<file path="src/rtl/term_io_pkg.sv">
package term_io_pkg;

    // Number of one-hot I/O operation bits.
    localparam int NUM_OPS = 6;

    // Decoded operations; member order matches io_cmd_i bit order (MSB first).
    typedef struct packed {
        logic inp;   // take input character
        logic outc;  // send output character
        logic ski;   // skip if input flag set
        logic sko;   // skip if output flag set
        logic ion;   // enable interrupts
        logic iof;   // disable interrupts
    } io_ops_t;

endpackage

</file>
<file path="src/rtl/io_cmd_decode.sv">
module io_cmd_decode
    import term_io_pkg::*;
(
    input  logic [NUM_OPS-1:0] cmd_i,
    output io_ops_t            ops_o
);

    logic cmd_ok;

    always_comb begin
        cmd_ok = $onehot(cmd_i);
        ops_o  = cmd_ok ? io_ops_t'(cmd_i) : '0;
    end

endmodule

</file>
<file path="src/rtl/kbd_channel.sv">
module kbd_channel #(
    parameter int CHAR_W = 8
) (
    input  logic              clk,
    input  logic              rst_n,
    input  logic [CHAR_W-1:0] kbd_char_i,
    input  logic              kbd_valid_i,
    output logic              kbd_ready_o,
    input  logic              take_i,
    output logic [CHAR_W-1:0] char_o,
    output logic              flag_o
);

    typedef struct packed {
        logic              flag;
        logic [CHAR_W-1:0] data;
    } kbd_state_t;

    kbd_state_t st_q, st_d;
    logic       accept;

    always_comb begin
        st_d   = st_q;
        accept = kbd_valid_i & ~st_q.flag;
        if (take_i) begin
            st_d.flag = 1'b0;
        end
        if (accept) begin
            st_d.data = kbd_char_i;
            st_d.flag = 1'b1;
        end
    end

    always_ff @(posedge clk or negedge rst_n) begin
        if (!rst_n) begin
            st_q <= '0;
        end else begin
            st_q <= st_d;
        end
    end

    assign kbd_ready_o = ~st_q.flag;
    assign char_o      = st_q.data;
    assign flag_o      = st_q.flag;

    assert_accept_R2: assert property (@(posedge clk) disable iff (!rst_n)
        (kbd_valid_i && kbd_ready_o) |=> (flag_o && char_o == $past(kbd_char_i)));

    assert_no_overwrite_R3: assert property (@(posedge clk) disable iff (!rst_n)
        flag_o |=> $stable(char_o));

endmodule

</file>
<file path="src/rtl/prn_channel.sv">
module prn_channel #(
    parameter int CHAR_W = 8
) (
    input  logic              clk,
    input  logic              rst_n,
    input  logic              send_i,
    input  logic [CHAR_W-1:0] acc_i,
    input  logic              done_i,
    output logic [CHAR_W-1:0] prn_char_o,
    output logic              prn_valid_o,
    output logic              flag_o
);

    typedef struct packed {
        logic              flag;
        logic              valid;
        logic [CHAR_W-1:0] data;
    } prn_state_t;

    prn_state_t st_q, st_d;

    always_comb begin
        st_d       = st_q;
        st_d.valid = 1'b0;
        if (done_i) begin
            st_d.flag = 1'b1;
        end
        if (send_i && st_q.flag) begin
            st_d.data  = acc_i;
            st_d.flag  = 1'b0;
            st_d.valid = 1'b1;
        end
    end

    always_ff @(posedge clk or negedge rst_n) begin
        if (!rst_n) begin
            st_q      <= '0;
            st_q.flag <= 1'b1;
        end else begin
            st_q <= st_d;
        end
    end

    assign prn_char_o  = st_q.data;
    assign prn_valid_o = st_q.valid;
    assign flag_o      = st_q.flag;

    assert_single_pulse_R5: assert property (@(posedge clk) disable iff (!rst_n)
        prn_valid_o |=> !prn_valid_o);

    assert_hold_busy_R6: assert property (@(posedge clk) disable iff (!rst_n)
        (!flag_o && !done_i) |=> ($stable(prn_char_o) && !prn_valid_o && !flag_o));

endmodule

</file>
<file path="src/rtl/io_ctrl.sv">
module io_ctrl
    import term_io_pkg::*;
(
    input  logic    clk,
    input  logic    rst_n,
    input  io_ops_t ops_i,
    input  logic    fgi_i,
    input  logic    fgo_i,
    input  logic    int_clr_i,
    output logic    skip_o,
    output logic    ien_o,
    output logic    irq_o
);

    typedef struct packed {
        logic skip;
        logic ien;
    } ctrl_state_t;

    ctrl_state_t st_q, st_d;

    always_comb begin
        st_d      = st_q;
        st_d.skip = (ops_i.ski & fgi_i) | (ops_i.sko & fgo_i);
        if (ops_i.ion) begin
            st_d.ien = 1'b1;
        end
        if (ops_i.iof || int_clr_i) begin
            st_d.ien = 1'b0;
        end
    end

    always_ff @(posedge clk or negedge rst_n) begin
        if (!rst_n) begin
            st_q <= '0;
        end else begin
            st_q <= st_d;
        end
    end

    assign skip_o = st_q.skip;
    assign ien_o  = st_q.ien;
    assign irq_o  = st_q.ien & (fgi_i | fgo_i);

    assert_skip_gate_R7: assert property (@(posedge clk) disable iff (!rst_n)
        (ops_i.ski && !fgi_i) |=> !skip_o);

    assert_skip_gate_R8: assert property (@(posedge clk) disable iff (!rst_n)
        (ops_i.sko && !fgo_i) |=> !skip_o);

    assert_clear_wins_R10: assert property (@(posedge clk) disable iff (!rst_n)
        int_clr_i |=> !ien_o);

    assert_enable_on_R9: assert property (@(posedge clk) disable iff (!rst_n)
        (ops_i.ion && !int_clr_i) |=> ien_o);

endmodule

</file>
<file path="src/rtl/term_io_port.sv">
module term_io_port
    import term_io_pkg::*;
#(
    parameter int CHAR_W = 8
) (
    input  logic              clk,
    input  logic              rst_n,
    input  logic [CHAR_W-1:0] kbd_char_i,
    input  logic              kbd_valid_i,
    output logic              kbd_ready_o,
    output logic [CHAR_W-1:0] prn_char_o,
    output logic              prn_valid_o,
    input  logic              prn_done_i,
    input  logic [5:0]        io_cmd_i,
    input  logic [CHAR_W-1:0] acc_lo_i,
    input  logic              int_clr_i,
    output logic [CHAR_W-1:0] rd_char_o,
    output logic              skip_o,
    output logic              ien_o,
    output logic              irq_o
);

    io_ops_t ops;
    logic    fgi;
    logic    fgo;

    io_cmd_decode u_decode (
        .cmd_i (io_cmd_i),
        .ops_o (ops)
    );

    kbd_channel #(.CHAR_W(CHAR_W)) u_kbd (
        .clk         (clk),
        .rst_n       (rst_n),
        .kbd_char_i  (kbd_char_i),
        .kbd_valid_i (kbd_valid_i),
        .kbd_ready_o (kbd_ready_o),
        .take_i      (ops.inp),
        .char_o      (rd_char_o),
        .flag_o      (fgi)
    );

    prn_channel #(.CHAR_W(CHAR_W)) u_prn (
        .clk         (clk),
        .rst_n       (rst_n),
        .send_i      (ops.outc),
        .acc_i       (acc_lo_i),
        .done_i      (prn_done_i),
        .prn_char_o  (prn_char_o),
        .prn_valid_o (prn_valid_o),
        .flag_o      (fgo)
    );

    io_ctrl u_ctrl (
        .clk       (clk),
        .rst_n     (rst_n),
        .ops_i     (ops),
        .fgi_i     (fgi),
        .fgo_i     (fgo),
        .int_clr_i (int_clr_i),
        .skip_o    (skip_o),
        .ien_o     (ien_o),
        .irq_o     (irq_o)
    );

    assert_irq_flags_R11: assert property (@(posedge clk) disable iff (!rst_n)
        irq_o |-> (ien_o && (!kbd_ready_o || fgo)));

endmodule

</file>
<file path="config.mk">
export PLATFORM = sky130hd
export DESIGN_NAME = term_io_port
export DESIGN_NICKNAME = d
export VERILOG_FILES = /design/src/rtl/term_io_pkg.sv /design/src/rtl/io_cmd_decode.sv /design/src/rtl/kbd_channel.sv /design/src/rtl/prn_channel.sv /design/src/rtl/io_ctrl.sv /design/src/rtl/term_io_port.sv
export SDC_FILE = /design/constraint.sdc
export NUM_CORES = 1
export LEC_CHECK = 0
export BUFFER_PORTS_ARGS = -buffer_cell sky130_fd_sc_hd__buf_2
export CORE_AREA = 2 2 53 55
export CTS_CLUSTER_DIAMETER = 60
export DETAILED_ROUTE_END_ITERATION = 8
export DIE_AREA = 0 0 55 57
export HOLD_SLACK_MARGIN = 0.1
export MAX_ROUTING_LAYER = met4
export PLACE_DENSITY = 0.68
export SETUP_SLACK_MARGIN = 0.4
export SLEW_MARGIN = 20
export SYNTH_ARGS = -nofsm -noshare
export SYNTH_HDL_FRONTEND = slang
export SYNTH_HIERARCHICAL = 1
export SYNTH_SLANG_ARGS = --single-unit
</file>
<file path="constraint.sdc">
create_clock -name clk -period 1.5 [get_ports clk]
set_clock_uncertainty 0.15 [all_clocks]
set_input_delay 0.15 -clock clk [delete_from_list [all_inputs] [get_ports clk]]
set_output_delay 0.15 -clock clk [all_outputs]
set_load 0.02 [all_outputs]
</file>
Yosys cells after proc, flatten, opt, wreduce, memory -nomap -nowiden
Index checks and enable logic that the tools add are counted.
- register bits after elaboration: 21
- output and inout port bits: 21
- word-level logic and storage cells: 32
- reduce and logical (&&, ||, !) cells: 5
- multiplexer cells: 7
- equality and inequality tests: 1
- bitwise gates (word level): 7
- add/sub/neg operators: 5
- operators with widths (operator ; count):
    $mux 10 ; 1
    $mux 9 ; 1
    $add 1x1->2 ; 3
    $add 3x3->3 ; 2
    $mux 6 ; 1
    $reduce_bool 2->1 ; 3
    $and 1x1->1 ; 4
    $mux 1 ; 4
    $eq 3x1->1 const B ; 1
    $or 1x1->1 ; 2
    $logic_and 1x1->1 ; 1
    $logic_or 1x1->1 ; 1
    $not 1->1 ; 1

Depth between registers and ports, before layout
- depth in word-level cells: 7
- depth in mapped cells: 9
- depth with buffers taken out: 9

Modules after synthesis
Netlist, hierarchy kept.
- modules (own cells, without submodules) (module ; area each (sq um) ; instances ; cells each):
    kbd_channel ; 374.1 ; 1 ; 21
    prn_channel ; 370.4 ; 1 ; 22
    io_cmd_decode ; 177.7 ; 1 ; 18
    io_ctrl ; 80.1 ; 1 ; 6

Worst setup path before layout
No wires, ideal clock.
- path type: input-to-reg
- start: input io_cmd_i[0]
- end: register u_prn.st_q (netlist bit u_prn/prn_char_o[0])
- path slack: -1.359 ns
- stages on the path: 9
- path buffers: 0
- required time: 1.225 ns
- arrival time: 2.584 ns
- cells stage by stage: inv_1 fa_1 fa_1 inv_1 ha_1 fa_1 and4bb_2 nand2_4 mux2_2
- RTL lines (what ; RTL line ; text):
    from (decl) ; term_io_port.sv:14 ; input logic [5:0] io_cmd_i,
    to (signal assigned) ; prn_channel.sv:40 ; st_q <= st_d;
    to (decl) ; prn_channel.sv:20 ; prn_state_t st_q, st_d;

==> metrics.md <==
| Metric | Value |
|---|---|
| GP Congestion | `0.753` |
| Final max-slew violation count | `0` |
| Final period util | `176%` |
| Clk_lat worst skew | `0.30 ns` |
| Total of max-cap violations | `0` |
| Mapped Nets | `98` |
| Status | `finished, violations left` |
| Row cnt | `19` |
| Register bit total from synthesis | `21` |
| Yosys warning count | `6` |
| Area grow syn2layout | `82.3%` |
| Vias per cell | `4.61` |
| Worst vdd ir | `0.00150 V` |
| # IOs | `48` |
| Pwr Total | `0.00310 W` |
| Antenna-violating nets left | `0` |
| WP data required | `1.54 ns` |
| Worst setup path category | `input pin to register` |
| Failing checks | `setup timing` |
| First-pass DRT Iterations | `2` |
| Root buf cell | `clkbuf_4` |
| Largest net degree at the start of global routing | `22` |
| Global routing usage on met2 | `30.6%` |
| Crit path top cell by count | `fa_1` |
| Gr usage total | `18.5%` |
| IO buf count | `47` |
| Critical path, cell by cell | `buf_8 > inv_4 > fa_1 > fa_1 > inv_1 > ha_2 > fa_1 > and4bb_4 > nand2_4 > mux2_4` |
| DRC viols | `0` |
| Pre-CTS setup slack | `-1.56 ns` |
| Design Area, Final | `0.00183 mm^2` |
| Core ar. | `0.00262 mm^2` |
| Final WS setup | `-1.13 ns` |
| CTS tree | `yes` |
| Share of cells above drive strength 1 | `64.9%` |
| Average wire per standard cell | `14.6 um` |
| Leakage | `0.925 nW` |
| Vias post-DR | `853` |
| Global-route wire length before repair | `4000 um` |
| Number of flops mapped to enable cells by yosys | `0` |
| Routed wire length | `2690 um` |
| Ys async rst share | `100%` |
| DIE AREA | `0.00314 mm^2` |
| Top_reg_cell synth | `dfrtp_1` |
| RSZ-0062 raised after global routing | `true` |
| DP Wirelength | `1610 um` |
| Initial antenna violation count | `0` |
| Vias in the first global route | `894` |
| Clk sinks | `21` |
| Endpoints failing setup | `13` |
| Relative slew slack | `68.4%` |
| Mean Syn Cell Area | `15.0 um^2` |
| Ant diodes | `0` |
| Hold Crit Class | `input pin to register` |
| Max H-tree Level | `1` |
| Clock buffer count from CTS | `3` |
| Fmax | `380 MHz` |
| Post-Synthesis Cell Area | `0.00100 mm^2` |
| Detailed router's first-iteration violation count | `5` |
| Placed inst area | `0.00132 mm^2` |
| M1 GR Usage | `22.1%` |
| Grt ovf | `0` |
| Worst setup SP type | `input pin` |
| Min Clock Period, post-route | `2.63 ns` |
| Tightest Pin Transition | `0.474 ns` |
| Commonest non-fill, non-tap cells in the layout | `24 x buf_2, 24 x buf_6, 21 x dlygate4sd3_1, 19 x dfrtp_1, 12 x buf_4` |
| Gr busiest metal | `met2` |
| Crit-path max FO | `5` |
| DIE HEIGHT | `57 um` |
| Worst EP arrival | `2.67 ns` |
| CTS clk-pin slew, worst paths | `0.11 ns` |
| Clock buffer depth | `2` |
| CP bufs+invs | `3` |
| Hold Vio Cnt, Final | `0` |
| Crit-path leading delay family | `adder cells` |
| Initial cell density of the core | `38.3%` |
| Endpoint class of the critical path | `register` |
| Die W | `55 um` |
| M3 GR Usage | `4.45%` |
| Post-synthesis sequential area ratio | `52.6%` |
| Cell count after synthesis | `67` |
| Slowest CP cell | `fa_1` |
| Fillers | `193` |
| Count of cell types in the netlist | `17` |
| Final #Nets | `186` |
| Slowest stage delay, CP | `0.49 ns` |
| P per Cell Area | `1690 mW/mm^2` |
-- layer usage --
metal | wire length, um | vias to the layer above
met5 | 0 | -
met4 | 32 | 0
met3 | 139 | 4
met2 | 1500 | 29
met1 | 1020 | 419
li1 | - | 401
-- synthesized netlist by cell type (3+ instances only) --
master,number,area share [%]
dfrtp_1,20,50
inv_1,11,4.1
and4bb_2,6,7.5
mux2_4,8,12
fa_1,3,6.0
mux2_2,8,9.0
-- worst register-to-register path, stage by stage (launching register included) --
cell and delay [ns]:
dfrtp_2 0.47, nor2b_4 0.15, buf_8 0.16, mux2_4 0.31
-- worst paths after layout --
check                                    start             endpoint  slack, ns  depth (start not counted)
max                                io_cmd_i[1]  u_prn/prn_char_o[3]      -1.13                         10
min                                kbd_valid_i         u_kbd/flag_o       0.09                          3
max reg2reg                       u_kbd/flag_o      u_kbd/char_o[5]       0.16                          3
min reg2reg                u_prn/prn_char_o[0]  u_prn/prn_char_o[0]       0.39                          1
max in group asynchronous                rst_n         u_prn/flag_o       0.62                          2
min in group asynchronous                rst_n  u_prn/prn_char_o[1]       0.23                          2
-- cell type report --
cell class / count / area [um^2] / share of cell area [%]
Clock buffer: 4 / 26.3 / 1.44
Tap cell: 31 / 38.8 / 2.12
Sequential cell: 21 / 528 / 28.9
Timing Repair Buffer: 83 / 721 / 39.5
Inverter: 11 / 51.3 / 2.81
Multi-Input combinational cell: 35 / 462 / 25.3
-- metrics by stage --
step | util (%) | TNS [ns] | std cells | hold WS (ns)
2_1_floorplan | - | -15.48 | 67 | -0.296
3_3_place_gp | 50.4 | -18.11 | 149 | -0.0223
3_5_place_dp | 50.4 | -18.67 | 149 | -0.0212
4_1_cts | 66.3 | -13.56 | 177 | 0.0670
5_1_grt | 69.9 | -13.97 | 185 | 0.104
6_report | 69.9 | -13.59 | 185 | 0.0941
-- logic make-up after synthesis --
| family | after synthesis | share of synthesized area [%] |
|---|---|---|
| DFF | 21 | 52.6 |
| and+or+nand+nor | 10 | 10.6 |
| muxes | 17 | 22.0 |
| adders and majority gates | 4 | 7.24 |
| AOI/OAI and AO/OA | 3 | 2.37 |
| buffers and inverters | 12 | 5.24 |
-- sequential cells by signal, summed over array words and instances, names as in the netlist --
name	flops
u_prn/prn_char_o	8
u_prn/flag_o	1
u_kbd/char_o	8
u_ctrl/ien_o	1
u_prn/prn_valid_o	1
u_kbd/flag_o	1
u_ctrl/skip_o	1
-- repair_timing --
item / CTS / global route
resized for setup: 52 / 9
hold endpoints to repair: 40 / 2
hold buffers: 19 / 2
buffers inserted: 4 / 6
pin swaps: 6 / 1
setup endpoints to repair: 42 / 42
gates cloned: 1 / 0
-- report_power, final --
part | leakage (nW) | total, W | internal [W] | switching [W]
Sequential | 0.251 | 0.00102 | 0.000825 | 0.000198
Clock | 0.0150 | 0.000264 | 0.000103 | 0.000161
Combinational | 0.658 | 0.00181 | 0.00108 | 0.000724
Total | 0.925 | 0.00310 | 0.00201 | 0.00108
(Power assumes the default switching activity.)
